File: config.mk
export PLATFORM = sky130hd
export DESIGN_NAME = mtimer_chan
export DESIGN_NICKNAME = d
export VERILOG_FILES = /design/src/rtl/mtimer_chan.sv
export SDC_FILE = /design/constraint.sdc
export NUM_CORES = 1
export LEC_CHECK = 0
export ABC_CLOCK_PERIOD_IN_PS = 3170
export BUFFER_PORTS_ARGS = -buffer_cell sky130_fd_sc_hd__buf_4
export CORE_MARGIN = 2
export CORE_UTILIZATION = 58
export CTS_CLUSTER_DIAMETER = 60
export DETAILED_ROUTE_END_ITERATION = 8
export GPL_ROUTABILITY_DRIVEN = 0
export HOLD_SLACK_MARGIN = 0.1
export PLACE_DENSITY = 0.81
export SLEW_MARGIN = 20
export SYNTH_ARGS = -nofsm -noshare
export SYNTH_HDL_FRONTEND = slang
export SYNTH_SLANG_ARGS = --single-unit
File: constraint.sdc
create_clock -name clk -period 3.17 [get_ports clk]
set_input_delay 0.951 -clock clk [delete_from_list [all_inputs] [get_ports clk]]
set_output_delay 0.951 -clock clk [all_outputs]
set_load 0.05 [all_outputs]
File: src/rtl/mtimer_chan.sv
module mtimer_chan #(
  parameter int W  = 16,
  parameter int AW = 2
) (
  input  logic          clk,
  input  logic          rst_n,
  input  logic          tick_en,
  input  logic          ext_clk,
  input  logic          pin_in,
  output logic          pin_out,
  output logic          pin_oe,
  input  logic          bus_wr,
  input  logic [AW-1:0] bus_addr,
  input  logic [W-1:0]  bus_wdata,
  output logic [W-1:0]  bus_rdata,
  output logic          ovf_req
);
  localparam int CW = 5;
  localparam logic [1:0] M_RELOAD = 2'd0, M_CLKOUT = 2'd1, M_CAPT = 2'd2, M_CMP = 2'd3;

  logic [W-1:0]  cnt, cmp_reg;
  logic [CW-1:0] ctrl;
  logic [2:0]    ext_s, pin_s;
  logic          pin_q;

  wire       run   = ctrl[0];
  wire [1:0] mode  = ctrl[2:1];
  wire       src   = ctrl[3];
  wire       level = ctrl[4];

  wire wr_cnt  = bus_wr && bus_addr == AW'(0);
  wire wr_reg  = bus_wr && bus_addr == AW'(1);
  wire wr_ctl  = bus_wr && bus_addr == AW'(2);

  wire ext_rise = ext_s[1] & ~ext_s[2];
  wire pin_rise = pin_s[1] & ~pin_s[2];
  wire inc      = run & (src ? ext_rise : tick_en);
  wire wrap     = inc && (cnt == {W{1'b1}}) && !wr_cnt;
  wire cap_hit  = (mode == M_CAPT) && pin_rise;
  wire cmp_hit  = run && (mode == M_CMP) && (cnt == cmp_reg);

  always_ff @(posedge clk or negedge rst_n) begin
    if (!rst_n) begin
      ext_s <= '0;
      pin_s <= '0;
    end else begin
      ext_s <= {ext_s[1:0], ext_clk};
      pin_s <= {pin_s[1:0], pin_in};
    end
  end

  always_ff @(posedge clk or negedge rst_n) begin
    if (!rst_n)        cnt <= '0;
    else if (wr_cnt)   cnt <= bus_wdata;
    else if (wrap)     cnt <= (mode == M_RELOAD || mode == M_CLKOUT) ? cmp_reg : '0;
    else if (inc)      cnt <= cnt + 1'b1;
  end

  always_ff @(posedge clk or negedge rst_n) begin
    if (!rst_n)        cmp_reg <= '0;
    else if (wr_reg)   cmp_reg <= bus_wdata;
    else if (cap_hit)  cmp_reg <= cnt;
  end

  always_ff @(posedge clk or negedge rst_n) begin
    if (!rst_n) begin
      ctrl    <= '0;
      pin_q   <= 1'b0;
      ovf_req <= 1'b0;
    end else begin
      if (wr_ctl) ctrl <= bus_wdata[CW-1:0];
      ovf_req <= wrap;
      if (mode == M_CLKOUT && wrap) pin_q <= ~pin_q;
      else if (cmp_hit)             pin_q <= level;
    end
  end

  assign pin_out = pin_q;
  assign pin_oe  = (mode != M_CAPT);

  always_comb begin
    case (bus_addr)
      AW'(0):  bus_rdata = cnt;
      AW'(1):  bus_rdata = cmp_reg;
      AW'(2):  bus_rdata = W'(ctrl);
      default: bus_rdata = '0;
    endcase
  end
endmodule


==> results.toml, run 1 <==
[status]
status = "finished clean"

[cells_and_area]
final_util_pct = 66.8
diodes = 0
drive_gt1_share_pct = 25.7
final_common_cell = "buf_4"
layout_common_cells = "buf_4, dfrtp_1, mux2i_1"
area_growth_pct = 12.6
fin_nets = 367
final_cells = 413
filler_cell_count = 432

[clock_network]
cts_setup_buffers = 0
worst_skew_pair.late_latency_ps = 300
hold_buffers = 0
cts.sinks = 45
clockBufferDepth = 2
clockRootBuffer = "clkbuf_8"
cts_buffers = 5
htreeDepth = 2
clk_transition_reported_paths_ps = 80
postCtsResizedCells = 0
cts_tree = "built"

[setup_path]
crit_path_start_kind = "primary input"
arrival_ps = 1910
max_stage_delay_ps = 350
required_ps = 2220
crit_path_end_kind = "output port"
crit_slowest_cell = "nor2b_1"
critPathTopFamily = "simple AND/OR/NAND/NOR gates"
path_class = "primary input to output port"
crit_top_cell = "buf_4"
worstPathMaxFanout = 21
crit_chain = "buf_4 > nor2b_1 > nand2_1 > o21ai_1 > buf_4"
worst-path-buf-inv = 2

[synth]
synthTopCellsByArea = "dfrtp_1, mux2i_1, xnor2_1, nor2_1, a21oi_1"
synth-seq-cells = 45
synth_top_family_by_area = "simple AND/OR/NAND/NOR gates"
synthArstFlopShare_pct = 100
synthXorXnorAreaFrac_pct = 8.79
synth_simple_gate_area_share_pct = 18.5
synth_fa_ha_area_share_pct = 0.419
synth_compound_area_share_pct = 14.0
synth_top_area_cell = "dfrtp_1"
synth-edff-count = 0
ys_types = 52
synth.top_cell.area_share_pct = 37.7
yosys_warnings = 0
netlist_area_mm2 = 0.00299
seq_area_frac_synth_pct = 37.7
syn_nets = 342
synth.avg_cell_area_um2 = 9.43
syn_inst = 317
synth_ff_type = "dfrtp_1"
muxShareOfSynthArea_pct = 12.6

[timing]
post-route-period-util_pct = 90.4
fmax_mhz = 349
finalMaxSlewViolations = 0
setup_tns_ps = 0
finalHoldViolations = 0
tightest_slew_ps = 583
setup_viol = 0
finClkSkew_ps = 10.5
rsz0062_at_grt = "false"
fin_crit_ps = 2870
relSlewSlack_pct = 61.1
timing.final.ws_setup_ps = 304

[power]
combPwrFrac_pct = 39.6
power_frac_seq_pct = 41.8
ir_drop_uv = 424
switchingPower_w = 0.00101
intPower_w = 0.00142
leakagePower_nw = 1.38
p_clk_share_pct = 18.6
power_w = 0.00243
power_density_mw_per_mm2 = 723
swShare_pct = 41.6

[floorplan]
die_h_um = 75.8
die_x_um = 75.8
start_util_pct = 59.3
core_area_mm2 = 0.00504
io_pins = 43
die-area_mm2 = 0.00574
num_rows = 26

[drt]
via_per_inst = 6.10
first_iter_violations = 269
routedWlPerCell_um = 16.5
drc = 0
firstDrtPassIters = 4
wl_um = 6820
final_antenna_net_count = 0
vias = 2521

[grt]
grt_first_pass_wirelength_um = 11100
track_usage_pct = 25.5
grt_overflow = 0
grt_start_max_net_pins = 46
antenna_found_initial = 0
grt_pass1_vias = 2236

[placement]
dp_hpwl_um = 4790
dp_cells = 405
dp_slack_ps = 272
numPortBuffers = 42

[flow_run]
maxCapViolations = 0

[hold_path]
worstHoldPathType = "register to register"
[cell families after synthesis]
logic type | count (synthesis)
AOI/OAI and AO/OA | 62
xor gates and xnor gates | 30
adders and majority gates | 1
buffers and inverters | 35
DFF | 45
muxes | 37
and+or+nand+nor | 107
[power groups by stage]
stage	Clock [W]	Sequential, W	Combinational [W]
6_report	0.000452	0.00102	0.000965
3_5_place_dp	0	0.00102	0.000959
4_1_cts	0.000460	0.00101	0.000965
2_1_floorplan	0	0.000849	0.000964
5_1_grt	0.000485	0.00104	0.00106
3_3_place_gp	0	0.00101	0.000942
[area by class of cell]
| type | count | area [µm²] | share of cell area (%) |
|---|---|---|---|
| repair buffers | 49 | 368 | 10.9 |
| well taps | 70 | 87.6 | 2.60 |
| clock inverters | 1 | 30.0 | 0.892 |
| clock buffers | 7 | 86.3 | 2.56 |
| inverters | 4 | 15.0 | 0.446 |
| flip-flops and latches | 45 | 1130 | 33.4 |
| multi-input cells | 237 | 1650 | 49.1 |
[cells in the mapped netlist, types with 2 or more instances]
library cell  number
nor3_1             5
buf_6             10
nor2_1            41
nor4_1             2
a21oi_1           24
a211o_1            3
mux2_2             5
a21o_2             3
o21ai_0           11
buf_2              3
nand4_1            5
clkbuf_2           3
nand3_1            9
mux2i_1           32
clkbuf_1           8
o221ai_1           3
nand2_1           27
xnor2_1           24
buf_4              4
nand3b_1           3
inv_1              4
dfrtp_1           45
a211oi_2           2
a221o_2            2
xor2_1             6
a211oi_1           4
buf_1              2
a31oi_1            2
nor3b_1            2
[layer usage]
| metal | up-vias | part of all wire, % | GRT usage (%) |
|---|---|---|---|
| met3 | 17 | 7.1 | 4.50 |
| met2 | 116 | 50 | 40.2 |
| met5 | - | 0 | 0 |
| met1 | 1225 | 42 | 36.8 |
| met4 | 0 | 1.8 | 5.65 |
| li1 | 1163 | - | - |
[final timing paths]
| check | start | end | slack (ps) | cells past startpoint |
|---|---|---|---|---|
| max | bus_addr[0] | bus_rdata[3] | 300 | 5 |
| min | pin_s[0]$_DFF_PN0_ | pin_s[1]$_DFF_PN0_ | 360 | 0 |
| max reg2reg | cnt[1]$_DFFE_PN0P_ | cnt[9]$_DFFE_PN0P_ | 660 | 7 |
| min reg2reg | pin_s[0]$_DFF_PN0_ | pin_s[1]$_DFF_PN0_ | 360 | 0 |
| max in group asynchronous | rst_n | cmp_reg[5]$_DFFE_PN0P_ | 2120 | 1 |
| min in group asynchronous | rst_n | cnt[13]$_DFFE_PN0P_ | 640 | 1 |
[through the flow]
stage               area [µm²]  hold WS [ps]
floorplan                 3020           331
global placement          3250           333
detailed placement        3250           340
CTS                       3370           359
global route              3370           372
finish                    3370           357
(Power assumes the default switching activity.)
==> run 2: changes to the inputs <==
- ABC_CLOCK_PERIOD_IN_PS: 3170 -> 2700
- CAP_MARGIN: not set -> 20
- CORE_MARGIN: 2 -> not set
- clock period: 3.17 -> 2.7 ns (I/O delays scaled with it)
==> run 2 against run 1 <==
Net effect: flip-flop and latch count unchanged; setup slack got worse by 210 ps; routed wire length is 4.2% higher; count of clock-buffer cells in the layout shrank 2; final area rose by 2.5%; largest power group is now combinational logic.
==> results.toml, run 2 (synthesis gave the netlist of run 1 again) <==
[setup_path]
crit_path_start_kind = "primary input"
worstPathMaxFanout = 21
required_ps = 1890
arrival_ps = 1800
path_class = "primary input to output port"
crit_path_end_kind = "output port"

[timing]
fin_crit_ps = 2610
rsz0062_at_grt = "false"
finClkSkew_ps = 5.91
finalMaxSlewViolations = 0
hold_slack_ps = 359
relSlewSlack_pct = 61.6
setup_tns_ps = 0
finalHoldViolations = 0
post-route-period-util_pct = 96.6
fmax_mhz = 384
setup_viol = 0
tightest_slew_ps = 576

[clock_network]
cts.sinks = 45
clockRootBuffer = "clkbuf_8"
htreeDepth = 2
worst_skew_pair.late_latency_ps = 300
cts_tree = "built"
cts_setup_buffers = 0
cts_buffers = 5
hold_buffers = 0
clk_transition_reported_paths_ps = 90
clockBufferDepth = 2
postCtsResizedCells = 0

[grt]
grt_overflow = 0
track_usage_pct = 28.5
grt_pass1_vias = 2258
grt_start_max_net_pins = 46
antenna_found_initial = 0
grt_first_pass_wirelength_um = 11400

[floorplan]
start_util_pct = 61.7
io_pins = 43
die_x_um = 73.8
die-area_mm2 = 0.00544
die_h_um = 73.8
core_area_mm2 = 0.00485
num_rows = 25

[power]
leakagePower_nw = 1.41
combPwrFrac_pct = 44.1
ir_drop_uv = 447
swShare_pct = 44.0
power_frac_seq_pct = 41.1
switchingPower_w = 0.00124
p_clk_share_pct = 14.8
intPower_w = 0.00158
power_density_mw_per_mm2 = 819

[status]
status = "finished clean"

[placement]
numPortBuffers = 42
dp_hpwl_um = 4930

[cells_and_area]
area_growth_pct = 15.4
final_common_cell = "buf_4"
diodes = 0
layout_common_cells = "buf_4, dfrtp_1, mux2i_1"
drive_gt1_share_pct = 27.3
fin_nets = 372

[drt]
wl_um = 7110
first_iter_violations = 201
via_per_inst = 6.07
final_antenna_net_count = 0
firstDrtPassIters = 5
routedWlPerCell_um = 17.1
vias = 2520
drc = 0

[flow_run]
maxCapViolations = 0

[hold_path]
worstHoldPathType = "register to register"
-- run 2: cell count changes in the layout (fill, tap and decap cells not counted), sizes merged --
cell      before  now
buf           49   54
clkbuf         7    5
clkinv         0    2
bufinv         1    0
clkinvlp       0    1
-- run 2: per-stage QoR --
stage                     setup slack (ps)  area, µm²  cells  util, %  total power [W]
final                                 92.6       3450    415     71.1          0.00283
after global routing                  14.6       3450    415     71.1          0.00299
after CTS                              109       3450    415     71.1          0.00282
after detailed placement               118       3360    407     69.4          0.00240
after global placement                 139       3360    407     69.4          0.00237
after floorplan                      -28.0       3070    317        -          0.00216
-- run 2: power by group through the flow --
stage               sequential, W  combinational (W)  clock, W
finish                    0.00116            0.00125  0.000418
global route              0.00119            0.00134  0.000448
CTS                       0.00115            0.00124  0.000425
detailed placement        0.00117            0.00123         0
global placement          0.00116            0.00121         0
floorplan                0.000997            0.00116         0
-- run 2: routing by layer --
layer | global-route usage [%] | vias up | wire (µm)
li1 | - | 1176 | -
met4 | 11.1 | 0 | 150
met3 | 5.62 | 14 | 461
met2 | 42.4 | 103 | 3210
met5 | 0 | - | 0
met1 | 40.8 | 1227 | 3290
-- run 2: worst max-delay path, cell delays in order --
cell	delay, ps
buf_4	230
nor2b_1	330
nand2_1	90
o21ai_1	110
buf_4	220
-- run 2: path summary, 6_finish.rpt --
path	to	slack, ps	cells past startpoint	start
max	bus_rdata[4]	90	5	bus_addr[0]
max in group asynchronous	cnt[14]$_DFFE_PN0P_	1820	1	rst_n
min	ext_s[1]$_DFF_PN0_	360	0	ext_s[0]$_DFF_PN0_
max reg2reg	cnt[4]$_DFFE_PN0P_	290	6	cnt[1]$_DFFE_PN0P_
min reg2reg	ext_s[1]$_DFF_PN0_	360	0	ext_s[0]$_DFF_PN0_
min in group asynchronous	pin_s[0]$_DFF_PN0_	500	1	rst_n
-- run 2: layout make-up --
class | count | area (µm²)
Fill cell | 382 | 1400
Clock buffer | 5 | 68.8
Multi-Input combinational cell | 237 | 1710
Timing Repair Buffer | 54 | 430
Sequential cell | 45 | 1130
Clock inverter | 3 | 17.5
Tap cell | 67 | 83.8
Inverter | 4 | 15.0
==> run 3: changes to the inputs <==
- CELL_PAD_IN_SITES_DETAIL_PLACEMENT: not set -> 0
- CELL_PAD_IN_SITES_GLOBAL_PLACEMENT: not set -> 2
- CORE_MARGIN: not set -> 2
- CORE_UTILIZATION: 58 -> 36
- PLACE_DENSITY: 0.81 -> 0.8
==> run 3 against run 2 <==
Net effect: cell count increased by 10%; routed wire length grew 12%; first-iteration DRC count shrank 62%; sequential power about the same; combinational power about the same; fmax is 1.9% higher; largest cell class unchanged.
==> results.toml, run 3 (synthesis gave the netlist of run 1 again) <==
[drt]
firstDrtPassIters = 4
via_per_inst = 5.27
final_antenna_net_count = 0
routedWlPerCell_um = 17.4
wl_um = 7940
first_iter_violations = 76
drc = 0
vias = 2409

[power]
power_density_mw_per_mm2 = 822
ir_drop_uv = 405
leakagePower_nw = 1.43

[placement]
numPortBuffers = 42
dp_hpwl_um = 5660

[grt]
grt_first_pass_wirelength_um = 13000
antenna_found_initial = 0
grt_overflow = 0
grt_pass1_vias = 2374
track_usage_pct = 18.8
grt_start_max_net_pins = 46

[setup_path]
crit_path_end_kind = "output port"
crit_path_end = "bus_rdata[15]"
crit_chain = "buf_4 > mux2i_1 > nor2_4 > buf_4"
worstPathMaxFanout = 21
crit_path_start_kind = "primary input"
crit_slowest_cell = "mux2i_1"
worstSetupStartpoint = "bus_addr[0]"
crit_top_cell = "buf_4"
r2r_end = "cnt[13]$_DFFE_PN0P_"
r2r_cells = 7
path_class = "primary input to output port"
required_ps = 1890
worst-path-buf-inv = 2
r2r_setup_slack_ps = 350
path_depth = 4
critPathTopFamily = "buffers and inverters"
max_stage_delay_ps = 360
timing.rr.start = "cnt[1]$_DFFE_PN0P_"
arrival_ps = 1750

[clock_network]
htreeDepth = 2
worst_skew_pair.late_latency_ps = 300
cts.sinks = 45
clockRootBuffer = "clkbuf_8"
cts_buffers = 5
cts_tree = "built"
clockBufferDepth = 2
cts_setup_buffers = 0
clk_transition_reported_paths_ps = 80

[floorplan]
die_x_um = 95.1
num_rows = 33
die_h_um = 95.1
io_pins = 43
start_util_pct = 36.7
die-area_mm2 = 0.00905
core_area_mm2 = 0.00813

[timing]
post-route-period-util_pct = 94.8
finClkSkew_ps = 8.54
relSlewSlack_pct = 59.8
setup_tns_ps = 0
fin_crit_ps = 2560
tightest_slew_ps = 603
hold_slack_ps = 354
rsz0062_at_grt = "false"
finalMaxSlewViolations = 0
setup_viol = 0
fmax_mhz = 391
finalHoldViolations = 0

[cells_and_area]
diodes = 0
final_util_pct = 43.3
final_common_cell = "buf_4"
drive_gt1_share_pct = 28.4
layout_common_cells = "buf_4, dfrtp_1, mux2i_1"
area_growth_pct = 17.7
fin_nets = 376

[flow_run]
maxCapViolations = 0

[status]
status = "finished clean"

[hold_path]
worstHoldPathType = "register to register"
[run 3: per-layer routing]
| layer | GRT usage [%] | wire length, µm | vias up |
|---|---|---|---|
| li1 | - | - | 1169 |
| met1 | 26.0 | 3770 | 1188 |
| met2 | 31.2 | 3800 | 43 |
| met3 | 2.69 | 264 | 9 |
| met4 | 4.35 | 109 | 0 |
| met5 | 0 | 0 | - |
[run 3: metrics by stage]
stage	instance area [µm²]	setup slack, ps	instances	power [W]
CTS	3520	35.1	457	0.00292
global placement	3420	57.9	449	0.00243
detailed placement	3420	34.7	449	0.00244
floorplan	3070	-28.0	317	0.00216
finish	3520	142	457	0.00289
global route	3520	77.4	457	0.00311
[run 3: area by class of cell]
cell class / instances / area (µm²)
Clock buffer: 7 / 96.3
Clock inverter: 1 / 5.00
Fill cell: 818 / 4610
Inverter: 4 / 15.0
Multi-Input combinational cell: 237 / 1710
Sequential cell: 45 / 1130
Tap cell: 105 / 131
Timing Repair Buffer: 58 / 435
[run 3: worst min-delay path by stage]
stage | from | end | slack, ps | depth (start not counted)
5_1_grt | pin_s[0]$_DFF_PN0_ | pin_s[1]$_DFF_PN0_ | 360 | 0
3_3_place_gp | ext_s[0]$_DFF_PN0_ | ext_s[1]$_DFF_PN0_ | 330 | 0
3_5_place_dp | ext_s[0]$_DFF_PN0_ | ext_s[1]$_DFF_PN0_ | 340 | 0
6_report | ext_s[0]$_DFF_PN0_ | ext_s[1]$_DFF_PN0_ | 350 | 0
2_1_floorplan | ext_s[0]$_DFF_PN0_ | ext_s[1]$_DFF_PN0_ | 330 | 0
4_1_cts | ext_s[0]$_DFF_PN0_ | ext_s[1]$_DFF_PN0_ | 360 | 0
[run 3: repair_timing]
action	CTS	global route
endpoints found under the hold margin	0	0
gates resized for setup	0	1
hold buffers	0	0
endpoints found under the setup margin	0	5
[run 3: where the power goes]
part / switching, W / internal, W / leakage, nW
logic: 0.000715 / 0.000563 / 0.853
registers: 0.000290 / 0.000855 / 0.527
clock network: 0.000239 / 0.000232 / 0.0542
